### src/rtl/mpt_pkg.sv
package mpt_pkg;
   typedef enum logic {
      MODE_THREAD  = 1'b0,
      MODE_HANDLER = 1'b1
   } mpt_mode_e;

   typedef enum logic {
      LVL_USER = 1'b0,
      LVL_PRIV = 1'b1
   } mpt_lvl_e;

   function automatic int unsigned mpt_depth_max(input int unsigned w);
      return (1 << w) - 1;
   endfunction
endpackage

### src/rtl/mpt_nest_ctr.sv
module mpt_nest_ctr #(
   parameter int unsigned NEST_W = 4
) (
   input  logic clk,
   input  logic rst_n,
   input  logic enter,
   input  logic ret,
   output logic active
);
   localparam logic [NEST_W-1:0] DEPTH_MAX = {NEST_W{1'b1}};
   localparam logic [NEST_W-1:0] DEPTH_ONE = {{(NEST_W-1){1'b0}}, 1'b1};

   initial begin
      if (NEST_W < 1 || NEST_W > 16)
         $error("mpt_nest_ctr: NEST_W must be in 1..16");
   end

   logic [NEST_W-1:0] depth_q;
   logic [NEST_W-1:0] depth_d;
   logic              inc;
   logic              dec;

   always_comb begin
      inc     = enter && (depth_q != DEPTH_MAX);
      dec     = ret && (depth_q != '0);
      depth_d = depth_q;
      if (inc && !dec)
         depth_d = depth_q + DEPTH_ONE;
      else if (dec && !inc)
         depth_d = depth_q - DEPTH_ONE;
   end

   always_ff @(posedge clk or negedge rst_n) begin
      if (!rst_n) depth_q <= '0;
      else        depth_q <= depth_d;
   end

   assign active = (depth_q != '0);
endmodule

### src/rtl/mpt_thread_lvl.sv
module mpt_thread_lvl (
   input  logic clk,
   input  logic rst_n,
   input  logic wr,
   input  logic wdata,
   input  logic allow,
   output logic thread_user
);
   logic user_q;

   always_ff @(posedge clk or negedge rst_n) begin
      if (!rst_n)            user_q <= 1'b0;
      else if (wr && allow)  user_q <= wdata;
   end

   assign thread_user = user_q;
endmodule

### src/rtl/mpt_err_flag.sv
module mpt_err_flag #(
   parameter bit ERR_REG = 1'b1
) (
   input  logic clk,
   input  logic rst_n,
   input  logic bad_wr,
   output logic err
);
   generate
      if (ERR_REG) begin : g_reg
         logic err_q;
         always_ff @(posedge clk or negedge rst_n) begin
            if (!rst_n) err_q <= 1'b0;
            else        err_q <= bad_wr;
         end
         assign err = err_q;
      end else begin : g_comb
         logic unused_clk;
         assign unused_clk = clk ^ rst_n;
         assign err = bad_wr;
      end
   endgenerate
endmodule

### src/rtl/mpt_mode_tracker.sv
module mpt_mode_tracker #(
   parameter int unsigned NEST_W  = 4,
   parameter bit          ERR_REG = 1'b1
) (
   input  logic clk,
   input  logic rst_n,
   input  logic ctl_wr,
   input  logic ctl_wdata,
   input  logic exc_enter,
   input  logic exc_return,
   output logic mode_handler,
   output logic priv_level,
   output logic ctl_err
);
   import mpt_pkg::*;

   localparam int unsigned DEPTH_MAX = mpt_depth_max(NEST_W);

   initial begin
      if (DEPTH_MAX < 1)
         $error("mpt_mode_tracker: nesting depth must allow one exception");
   end

   logic      exc_active;
   logic      thread_user;
   mpt_mode_e mode;
   mpt_lvl_e  lvl;

   mpt_nest_ctr #(.NEST_W(NEST_W)) u_nest (
      .clk    (clk),
      .rst_n  (rst_n),
      .enter  (exc_enter),
      .ret    (exc_return),
      .active (exc_active)
   );

   assign mode = exc_active ? MODE_HANDLER : MODE_THREAD;
   assign lvl  = (mode == MODE_HANDLER || !thread_user) ? LVL_PRIV : LVL_USER;

   mpt_thread_lvl u_lvl (
      .clk         (clk),
      .rst_n       (rst_n),
      .wr          (ctl_wr),
      .wdata       (ctl_wdata),
      .allow       (lvl == LVL_PRIV),
      .thread_user (thread_user)
   );

   mpt_err_flag #(.ERR_REG(ERR_REG)) u_err (
      .clk    (clk),
      .rst_n  (rst_n),
      .bad_wr (ctl_wr && (lvl == LVL_USER)),
      .err    (ctl_err)
   );

   assign mode_handler = (mode == MODE_HANDLER);
   assign priv_level   = (lvl == LVL_PRIV);
endmodule

### config.mk
export PLATFORM = sky130hd
export DESIGN_NAME = mpt_mode_tracker
export DESIGN_NICKNAME = d
export VERILOG_FILES = /design/src/rtl/mpt_pkg.sv /design/src/rtl/mpt_nest_ctr.sv /design/src/rtl/mpt_thread_lvl.sv /design/src/rtl/mpt_err_flag.sv /design/src/rtl/mpt_mode_tracker.sv
export SDC_FILE = /design/constraint.sdc
export NUM_CORES = 1
export LEC_CHECK = 0
export ABC_AREA = 1
export BUFFER_PORTS_ARGS = -buffer_cell sky130_fd_sc_hd__buf_2
export CAP_MARGIN = 20
export CORE_AREA = 2 2 39 41
export DETAILED_ROUTE_END_ITERATION = 12
export DIE_AREA = 0 0 41 43
export PLACE_DENSITY = 0.45
export SYNTH_ARGS = -nofsm -noshare
export SYNTH_HDL_FRONTEND = slang
export SYNTH_SLANG_ARGS = --single-unit
export TNS_END_PERCENT = 20
### constraint.sdc
create_clock -name clk -period 3.4 [get_ports clk]
set_input_delay 0.34 -clock clk [delete_from_list [all_inputs] [get_ports clk]]
set_output_delay 0.34 -clock clk [all_outputs]
set_load 0.02 [all_outputs]
### Word level (Yosys, flattened, before mapping)

Cells that the tools add are included.

| operators by class | value |
|---|---|
| reductions and logical operators | 12 |
| mux-type cells | 4 |
| eq/ne operators | 1 |
| add/subtract/negate cells | 2 |
| bitwise operators | 1 |

Operator list:

| operator | count |
|---|---|
| $mux 4 | 2 |
| $logic_and 1x1->1 | 6 |
| $add 4x1->4 const B | 1 |
| $ne 4x4->1 const B | 1 |
| $reduce_bool 4->1 | 1 |
| $sub 4x1->4 const B | 1 |
| $logic_not 1->1 | 3 |
| $mux 1 | 2 |
| $reduce_bool 2->1 | 1 |
| $logic_or 1x1->1 | 1 |
| $not 1->1 | 1 |

| storage, ports and cells | value |
|---|---|
| flip-flop bits (word level) | 6 |
| bits of input ports | 6 |
| output and inout port bits | 3 |
| logic and storage cells | 23 |

### Depth between registers and ports, before layout

Gate-level depths: netlist of the first run.

| depth | value |
|---|---|
| word-level depth | 6 |
| gate-level depth with buffers | 12 |
| gate-level depth less buffers | 12 |

### By module

Synthesis of the first run repeated with hierarchy kept, for this count alone.

| second synthesis, totals | value |
|---|---|
| cell total of the unflattened synthesis | 51 |
| area total of the unflattened synthesis | 392.9 sq um |

Modules (own cells, without submodules):

| module | area each (sq um) | instances | sequential area each (sq um) | cells each |
|---|---|---|---|---|
| mpt_nest_ctr | 306.5 | 1 | 100.1 | 41 |
| mpt_thread_lvl | 41.3 | 1 | 25.0 | 5 |
| mpt_err_flag | 25.0 | 1 | 25.0 | 1 |
| mpt_mode_tracker | 20.0 | 1 | 0.0 | 4 |

### Worst setup path before layout of the first run

No wires, ideal clock.

| timing path | value |
|---|---|
| path kind | register to register |
| start | register u_nest.depth_q[0] |
| end | register u_nest.depth_q[3] |
| setup slack | 1.423 ns |
| arrival | 1.860 ns |
| required time | 3.283 ns |
| cell stages (with the launch flop) | 12 |
| setup time | 0.117 ns |
| period minus slack after synthesis | 1.977 ns |
| path buffers | 0 |
| path through | dfrtp_1 -> nor2_1 -> nand3_1 -> nand2_1 -> ha_1 -> inv_1 -> ha_1 -> or2_1 -> nand2_1 -> nand2_1 -> nand3_1 -> nand2_1 |

| between the ends | value |
|---|---|
| cells in the longest elaborated chain, start to end | 5 |
| elaborated cells between the ends (all ways) | 13 |
| those cells by class | add/sub: 2; eq/ne: 1; mux: 2; reduce/logical: 8 |

Ends and longest elaborated chain:

| what | line | RTL |
|---|---|---|
| start: declaration | mpt_nest_ctr.sv:18 | `logic [NEST_W-1:0] depth_q;` |
| start signal: assignment | mpt_nest_ctr.sv:35 | `else depth_q <= depth_d;` |
| branches (longest 5 deep; another with $sub 4x1->4) | -- |  |

Several ways; the timed one is not identified. The select of a mux whose other input is x is not followed.
A chain may end at the register's enable or synchronous reset.

### Worst setup path after layout of the first run

Ends and elaborated chain as after synthesis.

==> results of run 1 <==
timing repair:
item,4_1_cts,5_1_grt
endpoints found under the hold margin,6,0
hold buffers,1,0
gates resized for setup,0,0
cell families after synthesis:
logic type	count (synthesis)	synth area share, %
xor+xnor	2	4.70
fa+ha+maj	4	15.4
flops	6	40.3
buf+inv	7	7.05
simple gates	23	27.5
compound gates	3	5.03
layer usage:
| metal | wire length (um) | GRT usage [%] | part of all wire [%] |
|---|---|---|---|
| met5 | 0 | 0 | 0 |
| met4 | 4 | 8.00 | 0.60 |
| met3 | 33 | 3.14 | 5.0 |
| met2 | 287 | 12.5 | 43 |
| met1 | 336 | 14.4 | 51 |
per-stage QoR:
stage | power (mW) | instance area (sq um) | setup WS [ns] | hold slack (ns) | utilization, %
2_1_floorplan | 0.289 | 373 | 1.42 | 0.0444 | -
3_3_place_gp | 0.340 | 433 | 1.45 | 0.178 | 31.3
3_5_place_dp | 0.339 | 433 | 1.46 | 0.177 | 31.3
4_1_cts | 0.409 | 465 | 1.45 | 0.311 | 33.6
5_1_grt | 0.450 | 465 | 1.29 | 0.315 | 33.6
6_report | 0.403 | 465 | 1.47 | 0.314 | 33.6
critical path, delay by kind of cell (launching register included):
kind	cells	cell delay (ns)
and+or+nand+nor	8	0.83
adders and majority gates	2	0.47
DFF	1	0.44
buffers and inverters	1	0.09
state kept, by name, summed over array words and instances (netlist names):
signal,cells
u_lvl.thread_user,1
u_err.err,1
u_nest.depth_q,4
final timing paths:
kind | depth (start not counted) | slack [ns] | start | to
worst max register to register | 11 | 1.47 | u_nest.depth_q[0] | u_nest.depth_q[3]
worst max-delay path | 11 | 1.47 | u_nest.depth_q[0] | u_nest.depth_q[3]
max in group asynchronous | 2 | 2.80 | rst_n | u_nest.depth_q[2]
worst min-delay path | 3 | 0.31 | ctl_wdata | u_lvl.thread_user
worst min register to register | 2 | 0.52 | u_lvl.thread_user | u_lvl.thread_user
min in group asynchronous | 2 | 0.45 | rst_n | u_nest.depth_q[1]
power by group through the flow:
stage / logic, mW / clock network, mW / registers (mW)
after detailed placement: 0.200 / 0 / 0.139
after global routing: 0.231 / 0.0747 / 0.144
after CTS: 0.202 / 0.0689 / 0.138
final: 0.200 / 0.0652 / 0.138
after floorplan: 0.157 / 0 / 0.132
after global placement: 0.199 / 0 / 0.141
cell usage in the layout, fill, tap and decap left out, drive strengths merged:
master	netlist	final
buf	0	8
nand4	1	1
dlygate4sd3	0	1
nand3	4	4
nor2	3	3
fa	1	1
xnor2	2	2
o21ai	2	2
nand2	14	14
ha	3	3
dfrtp	6	6
clkbuf	0	3
inv	7	7
a41oi	1	1
or2	1	1
final cells by class:
cell class	instances	area, sq um	area share, %
Multi-Input combinational cell	32	196	42.2
Inverter	7	26.3	5.65
Clock buffer	3	22.5	4.84
Timing Repair Buffer	9	50.0	10.8
Tap cell	16	20.0	4.30
Sequential cell	6	150	32.3
==> qor.yml, run 1 <==
root_buffer: "clkbuf_4"
clockBufferDepth: 2
synthTopCellsByCount: "14 x nand2_1, 6 x dfrtp_1, 6 x inv_1"
critPathCaptureType: "register"
gp_congestion: 0.675
first_pass_iters: 3
powerDensity_nw_per_um2: 865
synth-edff-count: 0
period_share_pct: 56.9
swShare_pct: 43.3
arrival_ns: 2.06
nFillCells: 156
post_cts_buffers: 0
place_hpwl_um: 548
yosys.cell_count.top_type: "nand2_1"
grt_pass1_wl_um: 1180
synth_fp_nets: 55
tns_ns: 0
crit_slowest_cell: "dfrtp_1"
syn_to_final_growth_pct: 24.8
rsz0062_at_grt: "false"
cts_buffers: 3
die_h_um: 43
grt_overflow: 0
netlist_instances: 45
drcViolationCount: 0
io_buffers: 8
h-tree-depth: 1
critical-path-max-stage-delay_ns: 0.44
max_freq_ghz: 0.517
p_seq_share_pct: 34.1
worstSetupPathType: "reg2reg"
via_count: 305
ys_async_sr_fraction_pct: 100
hold_class: "in2reg"
syn_area_per_cell_sq_um: 8.29
ios: 9
relSlewSlack_pct: 86.4
yosysTopAreaCellShare_pct: 40.3
grt_start_max_net_pins: 7
hold_viol_final: 0
power_frac_comb_pct: 49.7
path_common_cell: "nand2_1"
synth_area_sq_um: 373
rows: 14
routed_wl_um: 662
wire_per_inst_um: 9.07
clkPwrFrac_pct: 16.2
antenna_found_initial: 0
finClkSkew_ns: 0.000510
drive_gt1_share_pct: 22.8
ir_worst_vdd_v: 0.000260
cts_sinks: 6
die-area_sq_um: 1760
ys_ff_latch: 6
ys_types: 13
yosysTopAreaCell: "dfrtp_1"
p_int_uw: 228
grtUsageTotal_pct: 10.3
cts_tree: "done"
ys_seq_area_share_pct: 40.3
status: "finished, final reports clean"
layout.nets: 69
maxCapViolCount: 0
crit_fanout: 5
fin_crit_ns: 1.93
place_inst: 69
slew_violations: 0
setup_violations: 0
yosysWarnings: 0
tightest_slew_ns: 0.205
synthFlopType: "dfrtp_1"
drt_iter0_markers: 6
required_ns: 3.53
ant_nets: 0
fin_cells: 73
initial_core_util_pct: 26.9
core_region_area_sq_um: 1380
clk_latency_ns: 0.24
n_antenna_cell: 0
p_switching_uw: 174
clk_pin_slew_ns: 0.05
ys_top_cells_by_area: "dfrtp_1 40%, nand2_1 14%, ha_1 10%, inv_1 6.0%, fa_1 5.4%"
crit_chain: "nor2_1 > nand3_1 > nand2_1 > ha_1 > inv_1 > ha_1 > or2_1 > nand2_1 > nand2_1 > nand3_1 > nand2_1"
grt_pass1_vias: 299
cp-start-kind: "register"
via_per_inst: 4.18
p_leak_nw: 0.251
die_w_um: 41
Power figures use the tool's default switching activity.
==> run 2: changes to the inputs <==
- ABC_AREA: 1 -> 0
- PLACE_DENSITY: 0.45 -> 0.48
- clock period: 3.4 -> 1.86 ns (I/O delays scaled with it)
==> run 2 against run 1 <==
The run now ends with negative setup slack left; cell count grew 25%; clock power increased by 100%; sequential share of layout area decreased by 13 points; sequential power is 81% higher; maximum frequency down 6.7%; via count increased by 44%; hold slack worse by 0.11 ns; cell area up 68%; die area is the same; sequential cell count stayed put.
==> qor.yml, run 2 <==
p_leak_nw: 0.352
layout_commonest_cell: "buf_4"
grt_overflow: 0
path_buf_inv: 2
maxCapViolCount: 0
initial_core_util_pct: 29.6
crit_family: "simple AND/OR/NAND/NOR gates"
relSlewSlack_pct: 82.3
die_w_um: 41
top_register: "u_nest.depth_q"
die_h_um: 43
critPathCaptureType: "register"
tightest_slew_ns: 0.264
antenna_found_initial: 0
cts_sinks: 6
pre_cts_slack_ns: -0.259
yosysTopAreaCellShare_pct: 36.7
ios: 9
clockBufferDepth: 2
status: "finished, violations left"
critical-path-max-stage-delay_ns: 0.43
first_pass_iters: 4
io_buffers: 8
swShare_pct: 37.2
synth-edff-count: 0
rows: 14
finClkSkew_ns: 0.00886
drt_iter0_markers: 1
arrival_ns: 2.19
fin_cells: 91
drcViolationCount: 0
grt_start_max_net_pins: 7
seqCellArea_sq_um: 153
p_int_uw: 824
yosys.cell_count.top_type: "dfrtp_1"
multi_input_area_sq_um: 310
grt_pass1_wl_um: 1990
grtUsageTotal_pct: 16.9
cts_tree: "done"
cts_buffers: 3
place_inst: 75
rsz0062_at_grt: "true"
powerDensity_nw_per_um2: 1680
syn_area_per_cell_sq_um: 10.5
power_frac_comb_pct: 70.8
cp-start-kind: "register"
p_seq_share_pct: 19.1
max_freq_ghz: 0.483
drive_gt1_share_pct: 68.0
clk_pin_slew_ns: 0.05
synth_fp_nets: 49
period_share_pct: 111
synth_area_sq_um: 409
crit_fanout: 4
ir_worst_vdd_v: 0.000723
hold_viol_final: 0
h-tree-depth: 1
n_antenna_cell: 0
p_switching_uw: 488
synthTopCellsByCount: "6 x dfrtp_1, 5 x nand2_1, 3 x ha_1, 3 x inv_1"
crit_slowest_cell: "dfrtp_2"
wire_per_inst_um: 13.3
fin_crit_ns: 2.07
slew_violations: 0
routed_wl_um: 1210
root_buffer: "clkbuf_4"
ys_ff_latch: 6
ys_async_sr_fraction_pct: 100
place_hpwl_um: 827
setup_violations: 4
final_cell_mix: "19 x buf_4, 7 x buf_2, 6 x buf_6"
syn_to_final_growth_pct: 90.8
die-area_sq_um: 1760
ant_nets: 0
yosysWarnings: 0
tns_ns: -0.466
failed_checks: "negative setup slack"
ys_top_cells_by_area: "dfrtp_1 37%, ha_1 9.2%, o211ai_2 6.1%, fa_1 4.9%, nand2_1 4.6%"
ys_seq_area_share_pct: 36.7
synthFlopType: "dfrtp_1"
netlist_instances: 39
largest_reg_flops: 4
clkPwrFrac_pct: 10.2
clk_latency_ns: 0.25
path_common_cell: "ha_4"
via_per_inst: 4.81
nFillCells: 113
layout.nets: 86
holdWs_ns: 0.205
ys_types: 22
final_util_pct: 56.4
crit_chain: "nor4_4 > inv_2 > nand2_2 > ha_4 > inv_6 > ha_4 > or3_1 > mux2i_1 > o211ai_2"
yosysTopAreaCell: "dfrtp_1"
hold_class: "in2reg"
grt_pass1_vias: 506
core_region_area_sq_um: 1380
layout_setup_ws_ns: -0.212
worstSetupPathType: "reg2reg"
gp_congestion: 0.805
via_count: 438
required_ns: 1.98
run 2: cell count changes after synthesis, sizes merged, moves of 2 or more:
cell    previous run  this run
nand2             14         5
inv                7         3
nor2               3         0
a21oi              0         2
nand3              4         2
o211ai             0         2
run 2: cell type report:
class / count / area share [%]
clock buffer: 4 / 3.37
tap: 16 / 2.56
multi-input combinational: 29 / 39.7
sequential: 6 / 19.6
inverter: 3 / 2.08
timing repair buffer: 33 / 32.7
run 2: worst paths after layout:
kind,slack [ns],end,from,depth (start not counted)
hold reg to reg,0.56,u_lvl.thread_user,u_lvl.thread_user,1
setup / recovery,-0.21,u_nest.depth_q[3],u_nest.depth_q[2],9
setup reg to reg,-0.21,u_nest.depth_q[3],u_nest.depth_q[2],9
hold / removal,0.20,u_lvl.thread_user,ctl_wdata,2
max in group asynchronous,1.42,u_nest.depth_q[2],rst_n,2
min in group asynchronous,0.28,u_nest.depth_q[0],rst_n,2
run 2: metal layers:
layer  up-vias  wire length [um]  track usage [%]
met1       207               449             17.9
met2        10               662             26.3
met3         6                58             3.66
met4         0                36             14.7
met5         -                 0                0
li1        215                 -                -
run 2: logic make-up (layout without fill, tap and decap cells):
group	count (synthesis)	after routing	synth area share, %
xor gates and xnor gates	2	2	4.28
buffers and inverters	4	40	3.97
muxes	2	2	5.20
DFF	6	6	36.7
adders and majority gates	4	4	14.1
AOI/OAI and AO/OA	8	8	16.8
and+or+nand+nor	13	13	19.0
run 2: repair_timing:
item,4_1_cts,5_1_grt
gates cloned,0,0
resized for setup,4,10
endpoints found under the hold margin,6,0
setup buffers,9,3
setup endpoints to repair,3,5
hold buffers,1,0
pin swaps,8,7
run 2: power by group through the flow:
stage,Combinational [mW],Sequential [mW],Clock [mW]
floorplan,0.374,0.277,0
detailed placement,0.668,0.255,0
global route,1.01,0.256,0.144
global placement,0.651,0.250,0
CTS,0.791,0.251,0.139
finish,0.928,0.250,0.133
run 2: worst register-to-register path, cell delays in order (launching register included):
cell and delay [ns]:
dfrtp_2 0.43, nor4_4 0.33, inv_2 0.08, nand2_2 0.08, ha_4 0.15, inv_6 0.05
ha_4 0.16, or3_1 0.35, mux2i_1 0.20, o211ai_2 0.11
run 2: stage by stage:
| stage | cell area (sq um) | power (mW) |
|---|---|---|
| 6_report | 781 | 1.31 |
| 5_1_grt | 781 | 1.41 |
| 4_1_cts | 716 | 1.18 |
| 3_5_place_dp | 603 | 0.923 |
| 3_3_place_gp | 603 | 0.901 |
| 2_1_floorplan | 450 | 0.651 |
==> run 3: changes to the inputs <==
- RECOVER_POWER: unset -> 50
==> run 3 against run 2 <==
The run still ends with negative setup slack left; sequential share of layout area about the same; wire length down 0.17%; clock power about the same; highest routed layer unchanged.
==> qor.yml, run 3 (synthesis results as in run 2) <==
rrSetupSlack_ns: -0.21
die_w_um: 41
fin_cells: 91
ff2ff_path_depth: 9
holdPathStages: 2
drt_iter0_markers: 1
nFillCells: 114
first_pass_iters: 4
status: "finished, violations left"
period_share_pct: 111
grtUsageTotal_pct: 16.9
layout_commonest_cell: "buf_4"
cp-start-kind: "register"
place_inst: 75
cts_tree: "done"
drive_gt1_share_pct: 66.7
h-tree-depth: 1
tightest_slew_ns: 0.328
ant_nets: 0
grt_pass1_vias: 506
rows: 14
n_antenna_cell: 0
initial_core_util_pct: 29.6
cts_sinks: 6
failed_checks: "negative setup slack"
grt_pass1_wl_um: 1990
ios: 9
slew_violations: 0
drcViolationCount: 0
fin_crit_ns: 2.07
required_ns: 1.98
gp_congestion: 0.805
maxCapViolCount: 0
setup_violations: 4
final_cell_mix: "19 x buf_4, 6 x buf_2, 6 x buf_6"
placed_area_sq_um: 603
routed_wl_um: 1200
pre_cts_slack_ns: -0.259
worstSetupPathType: "reg2reg"
arrival_ns: 2.19
stdcell_area_sq_um: 779
powerDensity_nw_per_um2: 1680
root_buffer: "clkbuf_4"
via_count: 438
cts_buffers: 3
r2r_start: "u_nest.depth_q[2]"
wire_per_inst_um: 13.2
grt_overflow: 0
max_freq_ghz: 0.483
clk_pin_slew_ns: 0.05
largest_reg_flops: 4
clk_latency_ns: 0.25
relSlewSlack_pct: 78.1
holdWs_ns: 0.205
syn_to_final_growth_pct: 90.5
p_leak_nw: 0.349
hold_viol_final: 0
finClkSkew_ns: 0.00886
clockBufferDepth: 2
via_per_inst: 4.81
min_to: "u_lvl.thread_user"
place_hpwl_um: 827
hold_class: "in2reg"
layout_setup_ws_ns: -0.212
ir_worst_vdd_v: 0.000723
crit_fanout: 4
r2r-end: "u_nest.depth_q[3]"
antenna_found_initial: 0
die_h_um: 43
layout.nets: 86
holdCritStartpoint: "ctl_wdata"
top_register: "u_nest.depth_q"
core_region_area_sq_um: 1380
critPathCaptureType: "register"
io_buffers: 8
die-area_sq_um: 1760
rsz0062_at_grt: "true"
grt_start_max_net_pins: 7
## run 3: cell count changes in the layout (fill, tap and decap cells not counted), sizes merged
| cell | before | now |
|---|---|---|
| clkbuf | 4 | 5 |
| buf | 32 | 31 |
## run 3: repair_timing
action | 4_1_cts | 5_1_grt
pin swaps | 8 | 7
setup buffers | 9 | 3
hold endpoints to repair | 6 | 0
hold buffers | 1 | 0
gates resized for setup | 4 | 10
endpoints found under the setup margin | 3 | 5
## run 3: power by group
part | total [mW] | leakage (nW) | switching [mW] | internal, mW
Combinational | 0.928 | 0.262 | 0.375 | 0.553
Sequential | 0.250 | 0.0716 | 0.0610 | 0.189
Clock | 0.133 | 0.0150 | 0.0518 | 0.0816
Total | 1.31 | 0.349 | 0.488 | 0.824
## run 3: area by class of cell
class | count | area, sq um | share of cell area, %
tap | 16 | 20.0 | 2.57
timing repair buffer | 33 | 254 | 32.6
inverter | 3 | 16.3 | 2.09
clock buffer | 4 | 26.3 | 3.37
multi-input combinational | 29 | 310 | 39.8
sequential | 6 | 153 | 19.6
## run 3: worst max-delay path by stage
| stage | slack (ns) | end | depth (start not counted) | startpoint |
|---|---|---|---|---|
| after floorplan | -0.28 | u_nest.depth_q[3] | 9 | u_nest.depth_q[2] |
| after global routing | -0.31 | u_nest.depth_q[3] | 9 | u_nest.depth_q[2] |
| after detailed placement | -0.26 | u_nest.depth_q[3] | 9 | u_nest.depth_q[2] |
| after CTS | -0.23 | u_nest.depth_q[3] | 9 | u_nest.depth_q[0] |
| after global placement | -0.24 | u_nest.depth_q[3] | 9 | u_nest.depth_q[2] |
| final | -0.21 | u_nest.depth_q[3] | 9 | u_nest.depth_q[2] |
## run 3: worst max-delay path: stages, from the launching register on
cell and delay, ns:
dfrtp_2 0.43, nor4_4 0.33, inv_2 0.08, nand2_2 0.08, ha_4 0.15, inv_6 0.05
ha_4 0.16, or3_1 0.35, mux2i_1 0.20, o211ai_2 0.11
## run 3: stage by stage
step                setup TNS [ns]  utilization, %  power, mW
floorplan                   -0.387               -      0.651
detailed placement          -0.552            43.6      0.923
finish                      -0.466            56.3       1.31
global placement            -0.480            43.6      0.901
global route                -0.777            56.3       1.41
CTS                         -0.610            51.7       1.18
## run 3: per-layer routing
metal / global-route usage [%] / routed length (um) / vias up
li1: - / - / 215
met1: 17.9 / 447 / 207
met2: 26.3 / 662 / 10
met3: 3.66 / 58 / 6
met4: 14.7 / 36 / 0
met5: 0 / 0 / -
